$ cat config.mk
export PLATFORM = sky130hd
export DESIGN_NAME = owm_host_regs
export DESIGN_NICKNAME = d
export VERILOG_FILES = /design/src/rtl/owm_pkg.sv /design/src/rtl/owm_tx_hold.sv /design/src/rtl/owm_status.sv /design/src/rtl/owm_host_regs.sv
export SDC_FILE = /design/constraint.sdc
export NUM_CORES = 1
export LEC_CHECK = 0
export BUFFER_PORTS_ARGS = -buffer_cell sky130_fd_sc_hd__buf_4
export CORE_MARGIN = 4
export CORE_UTILIZATION = 56
export DETAILED_ROUTE_END_ITERATION = 6
export PLACE_DENSITY = 0.84
export SLEW_MARGIN = 10
export SYNTH_ARGS = -nofsm -noshare
export SYNTH_HDL_FRONTEND = slang
export SYNTH_HIERARCHICAL = 1
export SYNTH_SLANG_ARGS = --single-unit
$ cat constraint.sdc
create_clock -name clk -period 4.25 [get_ports clk]
set_input_delay 0.6375 -clock clk [delete_from_list [all_inputs] [get_ports clk]]
set_output_delay 0.6375 -clock clk [all_outputs]
set_load 0.02 [all_outputs]
$ cat src/rtl/owm_pkg.sv
package owm_pkg;
    localparam int DW = 8;
    localparam int AW = 3;

    localparam logic [AW-1:0] A_CMD  = 3'd0;
    localparam logic [AW-1:0] A_DATA = 3'd1;
    localparam logic [AW-1:0] A_STAT = 3'd2;
    localparam logic [AW-1:0] A_IEN  = 3'd3;
    localparam logic [AW-1:0] A_DIV  = 3'd4;
    localparam logic [AW-1:0] A_CTL  = 3'd5;

    localparam int SB_PD   = 0;
    localparam int SB_PDR  = 1;
    localparam int SB_TBE  = 2;
    localparam int SB_TEMT = 3;
    localparam int SB_RBF  = 4;
    localparam int SB_RSRF = 5;
    localparam int SB_LS   = 6;
    localparam int SB_LL   = 7;

    localparam int IEN_POL      = 1;
    localparam int CTL_FORCE_EN = 0;

    typedef enum logic [1:0] {
        TX_EMPTY,
        TX_HOLD,
        TX_SHIFT,
        TX_BOTH
    } tx_state_e;
endpackage

$ cat src/rtl/owm_tx_hold.sv
module owm_tx_hold
    import owm_pkg::*;
#(
    parameter int W = DW
) (
    input  logic         clk,
    input  logic         rst,
    input  logic         host_wr,
    input  logic [W-1:0] host_data,
    input  logic         eng_done,
    output logic         tx_load,
    output logic [W-1:0] tx_byte,
    output logic         tbe,
    output logic         temt
);
    tx_state_e state_q, state_d;
    logic [W-1:0] hold_q;

    always_ff @(posedge clk) begin
        if (rst) state_q <= TX_EMPTY;
        else     state_q <= state_d;
    end

    always_ff @(posedge clk) begin
        if (rst)          hold_q <= '0;
        else if (host_wr) hold_q <= host_data;
    end

    always_comb begin
        state_d = state_q;
        unique case (state_q)
            TX_EMPTY: if (host_wr) state_d = TX_HOLD;
            TX_HOLD:  state_d = host_wr ? TX_BOTH : TX_SHIFT;
            TX_SHIFT: begin
                if (host_wr && eng_done) state_d = TX_HOLD;
                else if (host_wr)        state_d = TX_BOTH;
                else if (eng_done)       state_d = TX_EMPTY;
            end
            TX_BOTH:  if (eng_done) state_d = TX_HOLD;
        endcase
    end

    always_comb begin
        tx_load = (state_q == TX_HOLD);
        tbe     = (state_q == TX_EMPTY) || (state_q == TX_SHIFT);
        temt    = (state_q == TX_EMPTY) || (state_q == TX_HOLD);
        tx_byte = hold_q;
    end
endmodule

$ cat src/rtl/owm_status.sv
module owm_status
    import owm_pkg::*;
#(
    parameter int W = DW
) (
    input  logic         clk,
    input  logic         rst,
    input  logic         stat_rd,
    input  logic         rxbuf_rd,
    input  logic         tbe,
    input  logic         temt,
    input  logic         pres_done,
    input  logic         pres_result,
    input  logic         line_low_ev,
    input  logic         line_short_ev,
    input  logic         rx_shift_set,
    input  logic         rx_done,
    input  logic [W-1:0] ien,
    output logic [W-1:0] status,
    output logic         irq
);
    logic pd_q, pdr_q, ll_q, ls_q, rsrf_q, rbf_q, irq_q;
    logic [W-1:0] src_mask;

    always_ff @(posedge clk) begin
        if (rst) begin
            pd_q   <= 1'b0;
            pdr_q  <= 1'b1;
            ll_q   <= 1'b0;
            ls_q   <= 1'b0;
            rsrf_q <= 1'b0;
            rbf_q  <= 1'b0;
        end else begin
            if (pres_done)          pd_q <= 1'b1;
            else if (stat_rd)       pd_q <= 1'b0;
            if (pres_done)          pdr_q <= pres_result;
            if (line_low_ev)        ll_q <= 1'b1;
            else if (stat_rd)       ll_q <= 1'b0;
            if (line_short_ev)      ls_q <= 1'b1;
            else if (stat_rd)       ls_q <= 1'b0;
            if (rx_shift_set)       rsrf_q <= 1'b1;
            else if (rx_done)       rsrf_q <= 1'b0;
            if (rx_done)            rbf_q <= 1'b1;
            else if (rxbuf_rd)      rbf_q <= 1'b0;
        end
    end

    always_comb begin
        status          = '0;
        status[SB_PD]   = pd_q;
        status[SB_PDR]  = pdr_q;
        status[SB_TBE]  = tbe;
        status[SB_TEMT] = temt;
        status[SB_RBF]  = rbf_q;
        status[SB_RSRF] = rsrf_q;
        status[SB_LS]   = ls_q;
        status[SB_LL]   = ll_q;
        src_mask          = ien;
        src_mask[IEN_POL] = 1'b0;
    end

    always_ff @(posedge clk) begin
        if (rst)          irq_q <= 1'b0;
        else if (stat_rd) irq_q <= 1'b0;
        else              irq_q <= |(status & src_mask);
    end

    assign irq = ien[IEN_POL] ? irq_q : ~irq_q;
endmodule

$ cat src/rtl/owm_host_regs.sv
module owm_host_regs
    import owm_pkg::*;
#(
    parameter int W = DW,
    parameter int A = AW
) (
    input  logic         clk,
    input  logic         rst,
    input  logic         cs_n,
    input  logic         rd_n,
    input  logic         wr_n,
    input  logic [A-1:0] addr,
    input  logic [W-1:0] wdata,
    output logic [W-1:0] rdata,
    output logic         irq,
    input  logic         bus_level,
    output logic         force_low,
    output logic         search_en,
    output logic         reset_req,
    input  logic         pres_done,
    input  logic         pres_result,
    input  logic         line_low_ev,
    input  logic         line_short_ev,
    output logic [W-1:0] tx_byte,
    output logic         tx_load,
    input  logic         tx_done,
    input  logic         rx_shift_set,
    input  logic         rx_done,
    input  logic [W-1:0] rx_byte,
    output logic [W-1:0] clk_div,
    output logic [W-1:0] ctrl_out
);
    logic         wr_acc, rd_acc, stat_rd, rxbuf_rd, dat_wr;
    logic [W-1:0] ien_q, div_q, ctl_q, rxbuf_q, status_w;
    logic         force_q, search_q, rreq_q, tbe_w, temt_w;

    assign wr_acc   = ~cs_n & ~wr_n;
    assign rd_acc   = ~cs_n & ~rd_n & wr_n;
    assign stat_rd  = rd_acc & (addr == A_STAT);
    assign rxbuf_rd = rd_acc & (addr == A_DATA);
    assign dat_wr   = wr_acc & (addr == A_DATA);

    always_ff @(posedge clk) begin
        if (rst) begin
            ien_q <= '0;
            div_q <= '0;
            ctl_q <= '0;
        end else if (wr_acc) begin
            if (addr == A_IEN) ien_q <= wdata;
            if (addr == A_DIV) div_q <= wdata;
            if (addr == A_CTL) ctl_q <= wdata;
        end
    end

    always_ff @(posedge clk) begin
        if (rst) begin
            force_q  <= 1'b0;
            search_q <= 1'b0;
            rreq_q   <= 1'b0;
        end else begin
            if (wr_acc && addr == A_CMD) begin
                force_q  <= wdata[2];
                search_q <= wdata[0] ? 1'b0 : wdata[1];
            end
            if (wr_acc && addr == A_CMD && wdata[0]) rreq_q <= 1'b1;
            else if (pres_done)                      rreq_q <= 1'b0;
        end
    end

    always_ff @(posedge clk) begin
        if (rst)          rxbuf_q <= '0;
        else if (rx_done) rxbuf_q <= rx_byte;
    end

    owm_tx_hold #(.W(W)) u_tx (
        .clk(clk), .rst(rst), .host_wr(dat_wr), .host_data(wdata),
        .eng_done(tx_done), .tx_load(tx_load), .tx_byte(tx_byte),
        .tbe(tbe_w), .temt(temt_w)
    );

    owm_status #(.W(W)) u_stat (
        .clk(clk), .rst(rst), .stat_rd(stat_rd), .rxbuf_rd(rxbuf_rd),
        .tbe(tbe_w), .temt(temt_w), .pres_done(pres_done),
        .pres_result(pres_result), .line_low_ev(line_low_ev),
        .line_short_ev(line_short_ev), .rx_shift_set(rx_shift_set),
        .rx_done(rx_done), .ien(ien_q), .status(status_w), .irq(irq)
    );

    always_comb begin
        rdata = '0;
        case (addr)
            A_CMD:   rdata[3:0] = {bus_level, force_q, search_q, rreq_q};
            A_DATA:  rdata = rxbuf_q;
            A_STAT:  rdata = status_w;
            A_IEN:   rdata = ien_q;
            A_DIV:   rdata = div_q;
            A_CTL:   rdata = ctl_q;
            default: rdata = '0;
        endcase
    end

    assign force_low = force_q & ctl_q[CTL_FORCE_EN];
    assign search_en = search_q;
    assign reset_req = rreq_q;
    assign clk_div   = div_q;
    assign ctrl_out  = ctl_q;
endmodule

==> results of run 1 <==
==> metrics by stage <==
stage / hold WS [ps] / std cells / total power (W) / util (%) / worst slack, ps
2_1_floorplan: 454 / 269 / 0.000620 / - / 1830
3_5_place_dp: 480 / 369 / 0.000668 / 69.6 / 1520
5_1_grt: 524 / 377 / 0.00104 / 72.1 / 1270
4_1_cts: 501 / 377 / 0.00101 / 72.1 / 1380
6_report: 499 / 377 / 0.000999 / 72.1 / 1370
3_3_place_gp: 472 / 369 / 0.000665 / 69.6 / 1580
==> layer usage <==
metal  track usage, %  up-vias  wire length (µm)
met1             29.5      959              2780
met3             6.15       17               479
met5                0        -                 0
li1                 -     1033                 -
met2             34.1       77              2820
met4             9.27        0               177
==> cell type report <==
class / instances / area [µm²]
timing repair buffer: 69 / 518
clock buffer: 5 / 68.8
fill: 341 / 1230
clock inverter: 3 / 42.5
tap: 52 / 65.1
sequential: 52 / 1040
multi-input combinational: 184 / 1400
inverter: 12 / 45.0
==> final timing paths <==
check / to / slack (ps) / cells past startpoint
setup / recovery: rdata[3] / 1370 / 7
hold / removal: force_q$_SDFFE_PP0P_ / 500 / 2
setup reg to reg: u_tx/state_q[0]$_SDFFE_PP0P_ / 2450 / 5
hold reg to reg: force_q$_SDFFE_PP0P_ / 500 / 2
==> power by group through the flow <==
stage               clock, W  sequential [W]  combinational (W)
floorplan                  0        0.000524          0.0000961
global placement           0        0.000523           0.000142
detailed placement         0        0.000523           0.000145
CTS                 0.000346        0.000512           0.000149
global route        0.000360        0.000514           0.000163
finish              0.000337        0.000513           0.000150
==> worst max-delay path, stage by stage (launching register included) <==
cell and delay (ps):
dfxtp_1 430, inv_1 110, ha_1 230, or2_2 320
mux2_2 280, a221oi_1 280, a21oi_1 100, buf_4 180
==> registers in the layout, indices dropped and copies added (netlist names) <==
register / cells
u_tx/tx_byte: 8
u_stat/ls_q: 1
u_stat/rbf_q: 1
rxbuf_q: 8
reset_req: 1
ctrl_out: 8
u_stat/irq_q: 1
u_stat/rsrf_q: 1
u_stat/pd_q: 1
ien_q: 8
u_stat/pdr_q: 1
clk_div: 8
u_tx/state_q: 2
search_en: 1
force_q: 1
u_stat/ll_q: 1
==> logic make-up (layout without fill, tap and decap cells) <==
| family | after synthesis | count (layout) | synth area share (%) |
|---|---|---|---|
| AOI/OAI and AO/OA | 32 | 32 | 9.61 |
| xor gates and xnor gates | 1 | 1 | 0.336 |
| adders and majority gates | 5 | 5 | 2.40 |
| buffers and inverters | 33 | 89 | 6.39 |
| DFF | 52 | 52 | 40.0 |
| muxes | 57 | 57 | 22.2 |
| and+or+nand+nor | 89 | 89 | 19.1 |
==> cell usage after synthesis (all sizes together), types with 3 or more instances <==
cell type  instances  area, µm²
ha                 5       62.6
nor2              20       82.6
nand2              7       26.3
a21oi              7       35.0
dfxtp             52       1040
nor2b              7       43.8
mux2i             51        510
nand2b            41        257
or2                3       18.8
inv               12       45.0
a22oi              7       52.6
nor3               3       15.0
nand3              3       15.0
mux2               6       67.6
clkbuf             8       30.0
o221ai             6       52.6
buf               13       91.3
==> reports/summary.txt, run 1 <==
Status - finished, final reports clean
Skew-Pair Late Insertion Delay - 300 ps
Post-synthesis instance area - 2600 µm²
Via/cell ratio - 5.53
Layout cells sized above 1 - 27.7%
Mapped Cells - 269
DR vias - 2086
Placer congestion estimate - 0.792
Row count - 24
DR WL/cell - 16.6 µm
CP Launch Type - flip-flop
Syn. warnings - 6
Vias in the first global route - 2183
Post-layout minimum cycle time - 2880 ps
Setup crit start - u_tx/state_q[1]$_SDFFE_PP0P_
Combinational Power Share - 15.0%
Clock Pin Slew Worst Setup and Hold Paths - 100 ps
Data arrival, critical path - 2240 ps
Placeable core area - 4410 µm²
Reg2reg start - u_tx/state_q[0]$_SDFFE_PP0P_
Postcts setup bufs - 0
Min-delay src - force_q$_SDFFE_PP0P_
Clock share of power - 33.7%
Leak pwr - 1.44 nW
Ys flop type - dfxtp_1
Antenna-violating nets left - 0
Syn Area/Cell - 9.68 µm²
Max frequency - 0.348 GHz
Total Neg Setup Slack - 0 ps
Clk sinks - 52
Syn-to-layout area delta - 22.2%
Async SR Flop Fraction - 0%
Total Wirelength - 6.26 mm
Unrepaired setup endpoints after global routing - no
Sequential share of the synthesized area - 40.0%
Overall Global Routing Usage - 22.3%
Distinct cells, synth - 38
Starting Density - 59.0%
Die X - 76.2 µm
Commonest non-fill, non-tap cells in the layout - buf_4, dfxtp_1, mux2i_1, nand2b_1, nor2_1
Clk buf depth - 2
# diodes - 0
Initial antenna violation count - 0
DP HPWL - 4.36 mm
First-pass GRT wire length - 10.8 mm
Max Slew Vio Count - 0
Flop pwr share - 51.3%
Pwr/cell area - 314 nW/µm²
Drt pass-1 iters - 4
Post-CTS sizing - 0
Largest net degree at the start of global routing - 62
Die ar. - 5810 µm²
IO Pins - 69
Crit. End Element - output port
DRC Markers - 0
Fin. Hold Viols - 0
WP data required - 3610 ps
Initial DRC Count - 176
Hold_buf cts - 0
Commonest non-fill, non-tap cell in the layout - buf_4
Skew final - 4.62 ps
Flop and latch count out of synthesis - 52
Worst-Margin Slew - 525 ps
Switching portion of total power - 25.4%
# setup viols final - 0
Synthesized Nets - 306
PortBufs - 68
Slew headroom - 65.0%
Die height - 76.2 µm
Cell internal pwr - 0.000745 W
Total gr overflow - 0
EDFF count, synth - 0
Net count, final - 361
Final instance area - 3180 µm²
Period utilisation layout - 67.7%
Peak fanout along the critical path - 5
Max cap viols - 0
Clock tree from TritonCTS - done
Hold WC Path Type - reg -> reg
Dpl cell area - 3070 µm²
H-tree lvl count - 2
Number of buffers created by CTS - 5
Crit Path Class - reg -> out
Clock root cell - clkbuf_8
Sw Pwr - 0.000254 W
Worst IR drop on VDD - 0.230 mV
Power figures use the tool's default switching activity.
==> inputs of run 2 (changes only) <==
--- a/config.mk
+++ b/config.mk
@@ -5,11 +5,12 @@
 export SDC_FILE = /design/constraint.sdc
 export NUM_CORES = 1
 export LEC_CHECK = 0
+export ABC_AREA = 1
 export BUFFER_PORTS_ARGS = -buffer_cell sky130_fd_sc_hd__buf_4
 export CORE_MARGIN = 4
-export CORE_UTILIZATION = 56
+export CORE_UTILIZATION = 53
 export DETAILED_ROUTE_END_ITERATION = 6
-export PLACE_DENSITY = 0.84
+export PLACE_DENSITY = 0.79
 export SLEW_MARGIN = 10
 export SYNTH_ARGS = -nofsm -noshare
 export SYNTH_HDL_FRONTEND = slang
==> constraint.sdc (replaced) <==
create_clock -name clk -period 2.65 [get_ports clk]
set_input_delay 0.3975 -clock clk [delete_from_list [all_inputs] [get_ports clk]]
set_output_delay 0.3975 -clock clk [all_outputs]
set_load 0.02 [all_outputs]
==> run 2 against run 1 <==
  * Utilization is 6.8 points lower
  * Sequential cell count did not move
  * First-iteration DRC count grew 10%
  * Die area up 11%
  * Worst setup slack worse by 1000 ps
  * Clock-buffer cell count grew 2
  * Critical path type unchanged
  * Combinational power rose to 2.5 times the previous value
  * Final cell count rose by 48%
  * Clock power rose by 42%
==> reports/summary.txt, run 2 <==
Post-synthesis instance area - 2780 µm²
Total Wirelength - 7.08 mm
Synth Area in Compound Gates - 5.63%
Reg2reg end - u_stat/irq_q$_SDFF_PP0_
PortBufs - 68
Skew final - 6.20 ps
Worst path slowest cell - dfxtp_1
Post-synth top cells - nor2_1, nand2_1, inv_1
Total gr overflow - 0
Flop and latch count out of synthesis - 52
Mapped Cells - 431
DR vias - 2728
Dpl cell area - 3240 µm²
Die X - 80.4 µm
Switching portion of total power - 30.7%
Period utilisation layout - 86.8%
Die height - 80.4 µm
Clock share of power - 28.1%
DRC Markers - 0
Die ar. - 6460 µm²
Max frequency - 0.435 GHz
# diodes - 0
Pwr/cell area - 511 nW/µm²
Max cap viols - 0
Initial antenna violation count - 0
Worst reg2reg path depth - 7
CP Launch Type - flip-flop
Row count - 26
Synth top area cells - dfxtp_1, nor2_1, nand2_1
Max Slew Vio Count - 0
EDFF count, synth - 0
Area leader, netlist - dfxtp_1
Clock Pin Slew Worst Setup and Hold Paths - 90 ps
Ys flop type - dfxtp_1
Setup crit end - rdata[3]
DP HPWL - 5.31 mm
CP dominant cell by count - nand2_1
Worst-Margin Slew - 674 ps
Final instance area - 3340 µm²
Commonest non-fill, non-tap cell in the layout - nor2_1
First-pass GRT wire length - 11.5 mm
Clk buf depth - 2
Status - finished, final reports clean
Crit Path Class - reg -> out
Clock tree from TritonCTS - done
Worst-path cell chain - inv_1 -> ha_1 -> or2_2 -> nand4_1 -> nand2_1 -> nor2_1 -> nand2_1 -> buf_4
Syn Area/Cell - 6.44 µm²
Antenna-violating nets left - 0
Number of buffers created by CTS - 5
Reg2reg start - u_tx/state_q[1]$_SDFFE_PP0P_
Placeable core area - 5110 µm²
Via/cell ratio - 4.89
Most frequent cell after synthesis - nor2_1
Setup crit start - u_tx/state_q[1]$_SDFFE_PP0P_
Post-synthesis simple-gate area fraction - 40.7%
Commonest non-fill, non-tap cells in the layout - nor2_1, nand2_1, buf_4, inv_1, dfxtp_1
Placer congestion estimate - 0.873
Syn-to-layout area delta - 20.1%
Synth Area in Adders - 2.25%
Data arrival, critical path - 1900 ps
Initial DRC Count - 194
Largest family of logic cells by synthesized area - simple AND/OR/NAND/NOR gates
H-tree lvl count - 2
IO Pins - 69
Placed Cells - 550
Cell internal pwr - 0.00118 W
R2R Setup Slk - 1130 ps
Sequential share of the synthesized area - 37.5%
Drt pass-1 iters - 4
Share of the synthesized area in the top cell type - 37.5%
Postcts setup bufs - 0
Overall Global Routing Usage - 22.6%
Starting Density - 54.4%
Hold_buf cts - 0
DR WL/cell - 12.7 µm
Combinational Power Share - 22.1%
Net count, final - 524
Fin. Hold Viols - 0
Distinct cells, synth - 24
Post-layout minimum cycle time - 2300 ps
Skew-Pair Late Insertion Delay - 310 ps
Leak pwr - 1.72 nW
Largest net degree at the start of global routing - 24
Peak fanout along the critical path - 4
Synthesized Nets - 468
Clk sinks - 52
Worst IR drop on VDD - 0.319 mV
Hold WC Path Type - in -> reg
Async SR Flop Fraction - 0%
Clock root cell - clkbuf_8
Slew headroom - 55.0%
Sw Pwr - 0.000524 W
Crit. End Element - output port
Crit-path max cell delay - 420 ps
Synth Area in XOR/XNOR - 0.315%
WP data required - 2250 ps
Total Neg Setup Slack - 0 ps
Flop pwr share - 49.8%
# setup viols final - 0
Unrepaired setup endpoints after global routing - no
Non-Filler Instances - 558
Layout cells sized above 1 - 19.5%
Post-CTS sizing - 0
Syn. warnings - 6
Vias in the first global route - 2566
Mux share of post-synthesis cell area - 0%
-- run 2: critical path: cells and delay by family, from the launching register on --
kind / cells / cell delay, ps
and+or+nand+nor: 5 / 670
DFF: 1 / 420
buffers and inverters: 2 / 270
adders and majority gates: 1 / 250
-- run 2: final cells by class --
type / instances / area (µm²)
sequential: 52 / 1040
tap: 70 / 87.6
timing repair buffer: 71 / 533
multi-input combinational: 298 / 1360
clock inverter: 1 / 7.51
inverter: 59 / 221
clock buffer: 7 / 86.3
fill: 500 / 1770
-- run 2: power by group through the flow --
stage | Clock, W | Combinational [W] | Sequential [W]
after floorplan | 0 | 0.000265 | 0.000868
after global placement | 0 | 0.000362 | 0.000864
after detailed placement | 0 | 0.000373 | 0.000866
after CTS | 0.000483 | 0.000375 | 0.000849
after global routing | 0.000518 | 0.000417 | 0.000854
final | 0.000479 | 0.000376 | 0.000849
-- run 2: through the flow --
stage	setup WS [ps]	power [W]	hold WS, ps	utilization (%)
after floorplan	774	0.00113	427	-
after global placement	708	0.00123	465	63.5
after detailed placement	542	0.00124	463	63.5
after CTS	357	0.00171	283	65.3
after global routing	256	0.00179	312	65.3
final	351	0.00170	286	65.3
-- run 2: cells by family after synthesis --
group | after synthesis
adder cells (fa/ha/maj) | 5
AND/OR/NAND/NOR | 263
XOR/XNOR | 1
AO/OA/AOI/OAI | 29
flip-flops | 52
buffers and inverters | 81
-- run 2: how the worst min path moves through the flow --
stage	endpoint	slack [ps]	depth (start not counted)	start
2_1_floorplan	u_stat/pdr_q$_SDFFE_PP1P_	430	2	u_stat/pdr_q$_SDFFE_PP1P_
3_3_place_gp	rxbuf_q[0]$_SDFFE_PP0P_	460	2	rxbuf_q[0]$_SDFFE_PP0P_
3_5_place_dp	rxbuf_q[0]$_SDFFE_PP0P_	460	2	rxbuf_q[0]$_SDFFE_PP0P_
4_1_cts	u_stat/pdr_q$_SDFFE_PP1P_	280	3	pres_result
5_1_grt	rxbuf_q[5]$_SDFFE_PP0P_	310	3	rx_byte[5]
6_report	u_stat/pdr_q$_SDFFE_PP1P_	290	3	pres_result
-- run 2: routing by layer --
metal | share of wire, % | vias up | routed length (µm) | GRT usage, %
li1 | - | 1424 | - | -
met1 | 45 | 1194 | 3180 | 28.6
met2 | 46 | 97 | 3280 | 37.6
met3 | 7.1 | 13 | 500 | 5.38
met4 | 1.6 | 0 | 114 | 7.60
met5 | 0 | - | 0 | 0
